File: config.mk
export PLATFORM = sky130hd
export DESIGN_NAME = sysclk_source_sel
export DESIGN_NICKNAME = d
export VERILOG_FILES = /design/src/rtl/sysclk_pkg.sv /design/src/rtl/sysclk_fail_mon.sv /design/src/rtl/sysclk_src_map.sv /design/src/rtl/sysclk_source_sel.sv
export SDC_FILE = /design/constraint.sdc
export NUM_CORES = 1
export LEC_CHECK = 0
export BUFFER_PORTS_ARGS = -buffer_cell sky130_fd_sc_hd__buf_2
export CELL_PAD_IN_SITES_DETAIL_PLACEMENT = 1
export CELL_PAD_IN_SITES_GLOBAL_PLACEMENT = 1
export CORE_UTILIZATION = 37
export DETAILED_ROUTE_END_ITERATION = 10
export GPL_TIMING_DRIVEN = 0
export PLACE_DENSITY_LB_ADDON = 0.15
export SLEW_MARGIN = 20
export SYNTH_ARGS = -nofsm -noshare
export SYNTH_HDL_FRONTEND = slang
export SYNTH_SLANG_ARGS = --single-unit
File: constraint.sdc
create_clock -name clk_i -period 3.6 [get_ports clk_i]
set_input_delay 0.18 -clock clk_i [delete_from_list [all_inputs] [get_ports clk_i]]
set_output_delay 0.18 -clock clk_i [all_outputs]
set_load 0.1 [all_outputs]
File: src/rtl/sysclk_pkg.sv
package sysclk_pkg;
    typedef enum logic [1:0] {
        SRC_PRI  = 2'd0,
        SRC_SEC  = 2'd1,
        SRC_INT  = 2'd2,
        SRC_LFRC = 2'd3
    } src_e;
endpackage

File: src/rtl/sysclk_fail_mon.sv
module sysclk_fail_mon
    import sysclk_pkg::*;
(
    input  logic armed_i,
    input  logic fs_en_i,
    input  src_e cur_i,
    input  logic pri_ok_i,
    input  logic sec_ok_i,
    output logic trip_o
);
    logic pri_bad, sec_bad;

    always_comb begin
        pri_bad = (cur_i == SRC_PRI) && !pri_ok_i;
        sec_bad = (cur_i == SRC_SEC) && !sec_ok_i;
        trip_o  = armed_i && fs_en_i && (pri_bad || sec_bad);
    end
endmodule

File: src/rtl/sysclk_src_map.sv
module sysclk_src_map
    import sysclk_pkg::*;
(
    input  logic [1:0] sel_i,
    input  logic       fs_i,
    input  logic       ts_i,
    output src_e       src_o
);
    always_comb begin
        if (fs_i || ts_i) begin
            src_o = SRC_LFRC;
        end else begin
            unique case (sel_i)
                2'b00:   src_o = SRC_PRI;
                2'b01:   src_o = SRC_SEC;
                default: src_o = SRC_INT;
            endcase
        end
    end
endmodule

File: src/rtl/sysclk_source_sel.sv
module sysclk_source_sel
    import sysclk_pkg::*;
#(
    parameter int IFW = 3
) (
    input  logic           clk_i,
    input  logic           rst_ni,
    input  logic           sel_wr_i,
    input  logic [1:0]     sel_wdata_i,
    input  logic           ifreq_wr_i,
    input  logic [IFW-1:0] ifreq_wdata_i,
    input  logic           fs_en_i,
    input  logic           pri_ok_i,
    input  logic           sec_ok_i,
    input  logic           two_speed_en_i,
    input  logic           pri_xtal_i,
    input  logic           sleep_i,
    output logic [1:0]     src_o,
    output logic [IFW-1:0] int_freq_o,
    output logic           fs_active_o,
    output logic           switch_o
);
    typedef struct packed {
        logic [1:0]     sel;
        logic [IFW-1:0] ifreq;
        logic           fs;
        logic           ts;
        logic           start;
        logic           slp;
        src_e           src;
        logic           sw;
    } state_t;

    state_t st_d, st_q, nx;
    logic   trip, ifreq_chg, ts_allowed;
    src_e   src_next;

    sysclk_fail_mon i_fail_mon (
        .armed_i (!st_q.start),
        .fs_en_i (fs_en_i),
        .cur_i   (st_q.src),
        .pri_ok_i(pri_ok_i),
        .sec_ok_i(sec_ok_i),
        .trip_o  (trip)
    );

    always_comb begin
        nx         = st_q;
        nx.start   = 1'b0;
        nx.slp     = sleep_i;
        ts_allowed = two_speed_en_i && pri_xtal_i;
        ifreq_chg  = ifreq_wr_i && (ifreq_wdata_i != st_q.ifreq);

        if (trip) nx.fs = 1'b1;
        if (st_q.ts && pri_ok_i) nx.ts = 1'b0;
        if (st_q.start && ts_allowed) nx.ts = 1'b1;
        if (st_q.slp && !sleep_i && ts_allowed && st_q.sel == 2'b00) nx.ts = 1'b1;

        if (sel_wr_i && (sel_wdata_i != st_q.sel)) begin
            nx.sel = sel_wdata_i;
            nx.fs  = 1'b0;
            nx.ts  = 1'b0;
        end
        if (ifreq_chg) nx.ifreq = ifreq_wdata_i;
    end

    sysclk_src_map i_src_map (
        .sel_i(nx.sel),
        .fs_i (nx.fs),
        .ts_i (nx.ts),
        .src_o(src_next)
    );

    always_comb begin
        st_d     = nx;
        st_d.src = src_next;
        st_d.sw  = (src_next != st_q.src) || (ifreq_chg && src_next == SRC_INT);
    end

    always_ff @(posedge clk_i or negedge rst_ni) begin
        if (!rst_ni) begin
            st_q       <= '0;
            st_q.start <= 1'b1;
            st_q.src   <= SRC_PRI;
        end else begin
            st_q <= st_d;
        end
    end

    assign src_o       = st_q.src;
    assign int_freq_o  = st_q.ifreq;
    assign fs_active_o = st_q.fs;
    assign switch_o    = st_q.sw;
endmodule

== After elaboration in Yosys (flattened, before gate mapping) ==
Index checks and enable logic that the tools add are counted.

* Register bits after elaboration: 12
* Bits in latches: 0
* Bits in writable memories: 0
* ROM bits: 0
* Input port bits: 15
* Output and inout port bits: 7
* Logic and storage cells: 45
* Memories: 0

* Add/subtract/negate cells: 0
* Multipliers: 0
* Divide/modulo/power cells: 0
* Magnitude comparators: 0
* Equality and inequality tests: 6
* Shifts and indexed selects: 0
* Muxes and demuxes: 8
* Bitwise gates (word level): 0
* Reductions and logical operators: 23

{| class="wikitable"
|+ Operators by type and width
! cell !! number
|-
| $logic_and A1 B1 Y1 || 13
|-
| $logic_not A2 Y1 || 3
|-
| $mux W2 || 3
|-
| $eq A2 B1 Y1 const B || 2
|-
| $logic_not A1 Y1 || 4
|-
| $mux W1 || 4
|-
| $ne A2 B2 Y1 || 2
|-
| $pmux W2 S2 || 1
|-
| $logic_or A1 B1 Y1 || 3
|-
| $ne A3 B3 Y1 || 1
|-
| $eq A2 B2 Y1 const B || 1
|}

== Logic depth before layout (Yosys ltp) ==
Gate-level depths: netlist of run 1.

* Word-level depth: 11
* Depth in mapped cells: 4
* Mapped depth without buffers: 4

== By module ==
A second synthesis of run 1 with hierarchy kept.

* Cells, all modules: 51
* Area, all modules: 594.3 µm²

{| class="wikitable"
|+ By module, submodules not included
! module !! instances !! cells each !! area an instance (µm²) !! sequential area each (µm²)
|-
| sysclk_source_sel || 1 || 44 || 550.5 || 301.5
|-
| sysclk_fail_mon || 1 || 3 || 25.0 || 0.0
|-
| sysclk_src_map || 1 || 4 || 18.8 || 0.0
|}

== Worst setup path before layout of run 1 ==
OpenSTA, ideal clock, no wires.

* Path kind: flip-flop to flip-flop
* From: reg st_q[11] (netlist bit)
* To: reg st_q (netlist bit switch_o)
* Setup time: 0.125 ns
* Arrival: 1.569 ns
* Required time: 3.475 ns
* Setup slack: 1.906 ns
* Cell stages (with the launch flop): 5
* Buffers on the path: 0
* Period minus slack after synthesis: 1.694 ns
* Path through: dfrtp_1 > or4b_1 > o221a_1 > a21o_1 > mux2_4

{| class="wikitable"
|+ RTL lines
! item !! RTL line !! source
|-
| start: declaration || sysclk_source_sel.sv:34 || <nowiki>state_t st_d, st_q, nx;</nowiki>
|-
| start signal: assignment || sysclk_source_sel.sv:86 || <nowiki>st_q <= st_d;</nowiki>
|}

==> summary.md, run 1 <==
| Metric | Value |
|---|---|
| Drt via density | `4.91` |
| Post-synthesis register bit count | `12` |
| RSZ-0062 raised after global routing | `false` |
| Syn Area/Cell | `12.0 um2` |
| Total GRT Usage | `0.140` |
| Largest net degree at the start of global routing | `13` |
| Row Count | `14` |
| Synth cell types | `23` |
| Final GP Congestion | `0.697` |
| Period minus WS final | `between 1.5 and 2 ns` |
| Achievable frequency | `roughly 560 MHz` |
| Io pins | `22` |
| Synthesis warning total | `0` |
| Power per cell area | `540 nW/um2` |
| DRC | `0` |
| Syn Nets | `64` |
| Die ar. | `1750 um2` |
| Final setup vio count | `0` |
| Clock-pin slew on the worst setup and hold paths | `0.08 ns` |
| Via count | `447` |
| WS Path Type | `reg2reg` |
| Setup TNS | `0 ns` |
| Area growth from synthesis to layout | `27.4%` |
| Max cap viols | `0` |
| Hold crit path type | `in2reg` |
| Simple-gate area share of the yosys netlist | `0.0830` |
| Vias in the first global route | `437` |
| Register area | `302 um2` |
| Final nets | `91` |
| Setup crit start kind | `flop` |
| Cell Area, Synth | `between 500 and 600 um2` |
| Final wirelength | `1080 um` |
| Delay-heaviest family, CP | `simple AND/OR/NAND/NOR gates` |
| Sequential-to-total area share from yosys stat | `0.513` |
| GRT overflow | `0` |
| Initial Utilization | `0.395` |
| Slowest-stage cell, CP | `or4b_1` |
| Period utilization | `0.498` |
| Crit path capture type | `flop` |
| Most frequent cells in the layout | `buf_2, dfrtp_1, buf_4, mux2_2` |
| Crit path cell chain | `or4b_1, o221a_1, a21o_1, mux2_4` |
| Share of layout cells above drive strength 1 | `0.467` |
| Maximum vdd drop | `0.194 mV` |
| Syn Inst Count | `49` |
| Worst Path Arrival | `1.94 ns` |
| CTS tree | `yes` |
| Synth Area in Adders | `0` |
| Max-slew violation count | `0` |
| First-pass GRT wire length | `roughly 1800 um` |
| Clock buffer depth | `2` |
| DRT iter0 DRCs | `6` |
| Commonest non-fill, non-tap cell in the layout | `buf_2` |
| CP required | `around 3.8 ns` |
| Clk_lat worst skew | `0.26 ns` |
| Drt wl/cell | `11.9 um` |
| CORE AREA | `1490 um2` |
| Filler cells | `167` |
| Multiplexer share of the synthesized area | `0.136` |
| IO buf count | `21` |
| Hold Fails Final Rpt | `0` |
| Post-layout power | `~410 uW` |
| CTS buffer count | `3` |
| Clock root cell | `clkbuf_4` |
| ANT nets after route | `0` |
| Largest family of logic cells by synthesized area | `multiplexers` |
| Htree depth | `1` |
| Slowest stage delay, CP | `0.52 ns` |
| Clk_skew | `0.00595 ns` |
| Post-Synth XOR/XNOR Area | `0.0894` |
| Antenna Cells | `0` |
| Critical-path maximum fanout | `3` |
| Buffers & Inverters on Critical Path | `0` |
| Leak | `0.000368 uW` |
| Status | `finished clean` |
| Initial antenna violation count | `0` |
| Setup bufs post-CTS | `0` |
| Area of the multi-input gates | `roughly 240 um2` |
| Pre-Repair DR Iteration Count | `3` |
| Clock sink count | `12` |
| Compound-cell area share of the yosys netlist | `0.0957` |
| Die H | `41.9 um` |
| Die width | `around 42 um` |
## routing by layer
metal	part of all wire	routed length [um]	GRT usage
met4	0	0	0.0387
met2	0.51	548	0.238
met1	0.43	466	0.178
met3	0.063	68	0.0304
met5	0	0	0
## through the flow
stage | hold slack [ns] | setup slack (ns) | std cells | cell area, um2 | util
global placement | 0.0772 | 1.82 | 86 | 713 | 0.479
global route | 0.0246 | 1.74 | 91 | 749 | 0.503
finish | 0.0273 | 1.81 | 91 | 749 | 0.503
detailed placement | 0.0741 | 1.81 | 86 | 713 | 0.479
floorplan | -0.116 | 1.91 | 49 | 588 | -
CTS | 0.0260 | 1.79 | 91 | 749 | 0.503
## worst reg2reg max path, delay by kind of cell (launching register included)
kind               cells  cell delay, ns
DFF                    1            0.40
AOI/OAI and AO/OA      2            0.46
muxes                  1            0.30
and+or+nand+nor        1            0.52
## worst paths after layout
check | slack [ns] | endpoint | depth (start not counted) | start
min in group asynchronous | 0.32 | st_q[11] | 2 | rst_ni
worst min register to register | 0.52 | fs_active_o | 2 | fs_active_o
max in group asynchronous | 3.01 | st_q[4] | 2 | rst_ni
worst max register to register | 1.81 | switch_o | 4 | st_q[11]
worst min-delay path | 0.03 | st_q[3] | 1 | sleep_i
worst max-delay path | 1.81 | switch_o | 4 | st_q[11]
## registers in the layout, summed over array words and instances, names as in the netlist
signal	flops
src_o	2
switch_o	1
st_q	5
fs_active_o	1
int_freq_o	3
## final cells by class
type | count | area share
sequential | 12 | 0.402
multi-input combinational | 30 | 0.322
timing repair buffer | 22 | 0.154
buffer | 5 | 0.0501
clock buffer | 4 | 0.0351
tap | 16 | 0.0267
inverter | 2 | 0.0100
## cells in the mapped netlist, drive strengths merged
cell type	number	area [um2]
dfrtp	11	275
mux2	5	60.1
nand2	2	7.51
nand3b	1	7.51
nand3	1	5.00
o32a	1	10.0
a21o	1	7.51
a31oi	1	6.26
or4b	1	10.0
xnor2	3	26.3
conb	1	3.75
dfstp	1	26.3
o31a	1	8.76
nor2	3	11.3
a21boi	1	7.51
inv	2	7.51
xor2	3	26.3
or2b	1	7.51
buf	5	37.5
mux2i	2	20.0
o21ai	1	5.00
o221a	1	11.3
## logic make-up after synthesis
kind of cell,after synthesis
and+or+nand+nor,9
other,1
DFF,12
xor gates and xnor gates,6
buffers and inverters,7
muxes,7
AOI/OAI and AO/OA,7
## power by group
| group | switching (uW) | leakage, uW | internal, uW |
|---|---|---|---|
| clock network | 41.6 | 0.0000150 | 42.8 |
| logic | 111 | 0.000212 | 47.1 |
| registers | 12.2 | 0.000141 | 150 |
## repair_timing
| item | CTS | global route |
|---|---|---|
| gates resized for setup | 0 | 0 |
| hold buffers | 1 | 0 |
| endpoints found under the hold margin | 11 | 0 |
No activity file was read; power rests on OpenSTA's default activity.
==> run 2, diff against run 1 <==
--- a/config.mk
+++ b/config.mk
@@ -8,7 +8,7 @@
 export BUFFER_PORTS_ARGS = -buffer_cell sky130_fd_sc_hd__buf_2
 export CELL_PAD_IN_SITES_DETAIL_PLACEMENT = 1
 export CELL_PAD_IN_SITES_GLOBAL_PLACEMENT = 1
-export CORE_UTILIZATION = 37
+export CORE_UTILIZATION = 35
 export DETAILED_ROUTE_END_ITERATION = 10
 export GPL_TIMING_DRIVEN = 0
 export PLACE_DENSITY_LB_ADDON = 0.15
==> constraint.sdc (replaced) <==
create_clock -name clk_i -period 1.66 [get_ports clk_i]
set_input_delay 0.083 -clock clk_i [delete_from_list [all_inputs] [get_ports clk_i]]
set_output_delay 0.083 -clock clk_i [all_outputs]
set_load 0.1 [all_outputs]
==> run 2 against run 1 <==
  * The flow now finishes with violations (negative setup slack)
  * Wire length rose by 11%
  * Flip-flop and latch count unchanged
  * Critical path type unchanged
  * Critical path depth unchanged
  * Cell count rose by 3.3%
  * Die area is 5.4% higher
==> summary.md, run 2 (synthesis gave the netlist of run 1 again) <==
| Metric | Value |
|---|---|
| Die H | `43.0 um (+2.7%)` |
| Final GP Congestion | `0.689 (-1.2%)` |
| Hold path cells | `2 (+1)` |
| Reg with most FFs | `st_q` |
| Die ar. | `1850 um2 (+5.4%)` |
| Commonest non-fill, non-tap cell in the layout | `buf_2` |
| Period utilization | `1.05 (+0.552)` |
| Post-DP Area | `713 um2 (unchanged)` |
| Max cap viols | `0 (unchanged)` |
| Area growth from synthesis to layout | `33.4%` |
| Gr busiest metal | `met2` |
| Critical-path maximum fanout | `2 (-1)` |
| DRT iter0 DRCs | `7 (+1)` |
| Crit path capture type | `flop` |
| Worst Path Arrival | `1.90 ns (-0.04 ns)` |
| Drt via density | `4.83 (-1.7%)` |
| Clock root cell | `clkbuf_4` |
| Max-slew violation count | `0 (unchanged)` |
| Initial antenna violation count | `0 (unchanged)` |
| M2 GR Usage | `0.285 (+0.0473)` |
| Fin area | `785 um2 (+4.7%)` |
| Clock-pin slew on the worst setup and hold paths | `0.08 ns (about the same)` |
| Grt met1 use | `0.180 (+0.00214)` |
| Row Count | `14 (unchanged)` |
| Violated checks | `negative setup slack` |
| Max FFs per register | `5 (unchanged)` |
| Die width | `43.0 um (+2.7%)` |
| Maximum vdd drop | `0.577 mV (+200%)` |
| ANT nets after route | `0 (unchanged)` |
| Antenna Cells | `0 (unchanged)` |
| Drt wl/cell | `12.8 um (+7.4%)` |
| CTS tree | `yes` |
| Period minus WS final | `1.74 ns (-0.0508 ns)` |
| Share of layout cells above drive strength 1 | `0.487 (+0.0205)` |
| IO buf count | `21 (unchanged)` |
| Status | `finished with violations` |
| HPWL Detailed | `945 um` |
| Total GRT Usage | `0.159 (+0.0194)` |
| Htree depth | `1 (unchanged)` |
| Largest net degree at the start of global routing | `13 (unchanged)` |
| Placement Setup Slack | `-0.120 ns (-1.93 ns)` |
| Clk_lat worst skew | `0.27 ns (about the same)` |
| Leak | `0.000387 uW (+5.3%)` |
| CTS resizes | `0 (unchanged)` |
| CP required | `1.82 ns (-1.93 ns)` |
| Via count | `454 (+1.6%)` |
| Final setup vio count | `2 (+2)` |
| Vias in the first global route | `499 (+14%)` |
| Worst Reg-to-Reg Cells | `4 (unchanged)` |
| Placed cell count | `86 (unchanged)` |
| Pre-Repair DR Iteration Count | `4 (+1)` |
| Clock sink count | `12 (unchanged)` |
| Post-layout power | `944 uW (+130%)` |
| CTS buffer count | `3 (unchanged)` |
| Clock buffer depth | `2 (unchanged)` |
| First-pass GRT wire length | `2150 um (+16%)` |
| Final wirelength | `1200 um (+11%)` |
| Power per cell area | `1200 nW/um2 (+120%)` |
| Final nets | `94 (+3.3%)` |
| Setup crit start kind | `flop` |
| Io pins | `22 (unchanged)` |
| GRT overflow | `0 (unchanged)` |
| Fin cells | `94 (+3.3%)` |
| Clk_skew | `0.00272 ns (-0.00323 ns)` |
| Achievable frequency | `574 MHz (+2.9%)` |
| Initial Utilization | `0.381 (-0.0135)` |
| Final hold slack | `0.0676 ns (+0.0402 ns)` |
| Hold Fails Final Rpt | `0 (unchanged)` |
| CORE AREA | `1540 um2 (+3.5%)` |
| GR Util met3 | `0.0298 (-0.000648)` |
| Most frequent cells in the layout | `buf_2, dfrtp_1, buf_4, mux2_2` |
| DRC | `0 (unchanged)` |
| WS Path Type | `reg2reg` |
| Final setup margin | `-0.0830 ns (-1.89 ns)` |
| Hold crit path type | `in2reg` |
| RSZ-0062 raised after global routing | `true` |
run 2: power by group:
group	internal [uW]	switching, uW	leakage, uW
Clock	133	101	0.0000210
Sequential	326	26.5	0.000141
Combinational	111	246	0.000225
Total	570	374	0.000387
run 2: layout make-up:
type / count / area [um2]
sequential: 12 / 302
buffer: 5 / 37.5
multi-input combinational: 30 / 241
fill: 190 / 757
inverter: 2 / 7.51
timing repair buffer: 25 / 140
clock buffer: 4 / 36.3
tap: 16 / 20.0
run 2: stage by stage:
| stage | TNS, ns | util |
|---|---|---|
| after floorplan | -0.0130 | - |
| after global placement | -0.0976 | 0.463 |
| after CTS | -0.0917 | 0.509 |
| after detailed placement | -0.120 | 0.463 |
| final | -0.0895 | 0.509 |
| after global routing | -0.206 | 0.509 |
run 2: path summary, 6_finish.rpt:
path                                  start             to  slack, ns
min in group asynchronous            rst_ni  int_freq_o[0]       0.20
max reg2reg                        st_q[11]       switch_o      -0.08
max                                st_q[11]       switch_o      -0.08
min reg2reg                     fs_active_o    fs_active_o       0.54
max in group asynchronous            rst_ni        st_q[4]       1.19
min                        ifreq_wdata_i[0]  int_freq_o[0]       0.07
run 2: per-layer routing:
layer / vias to the layer above / wire [um]
li1: 221 / -
met1: 217 / 469
met2: 14 / 649
met3: 2 / 66
met4: 0 / 16
met5: - / 0
run 2: worst max-delay path: stages (launching register included):
cell and delay (ns):
dfrtp_1 0.39, or4b_1 0.51, o221a_1 0.25, a21o_1 0.19, mux2_4 0.29
run 2: what timing repair did:
item | CTS | global route
setup buffers | 2 | 0
hold buffers | 2 | 0
endpoints found under the hold margin | 13 | 0
setup endpoints to repair | 1 | 2
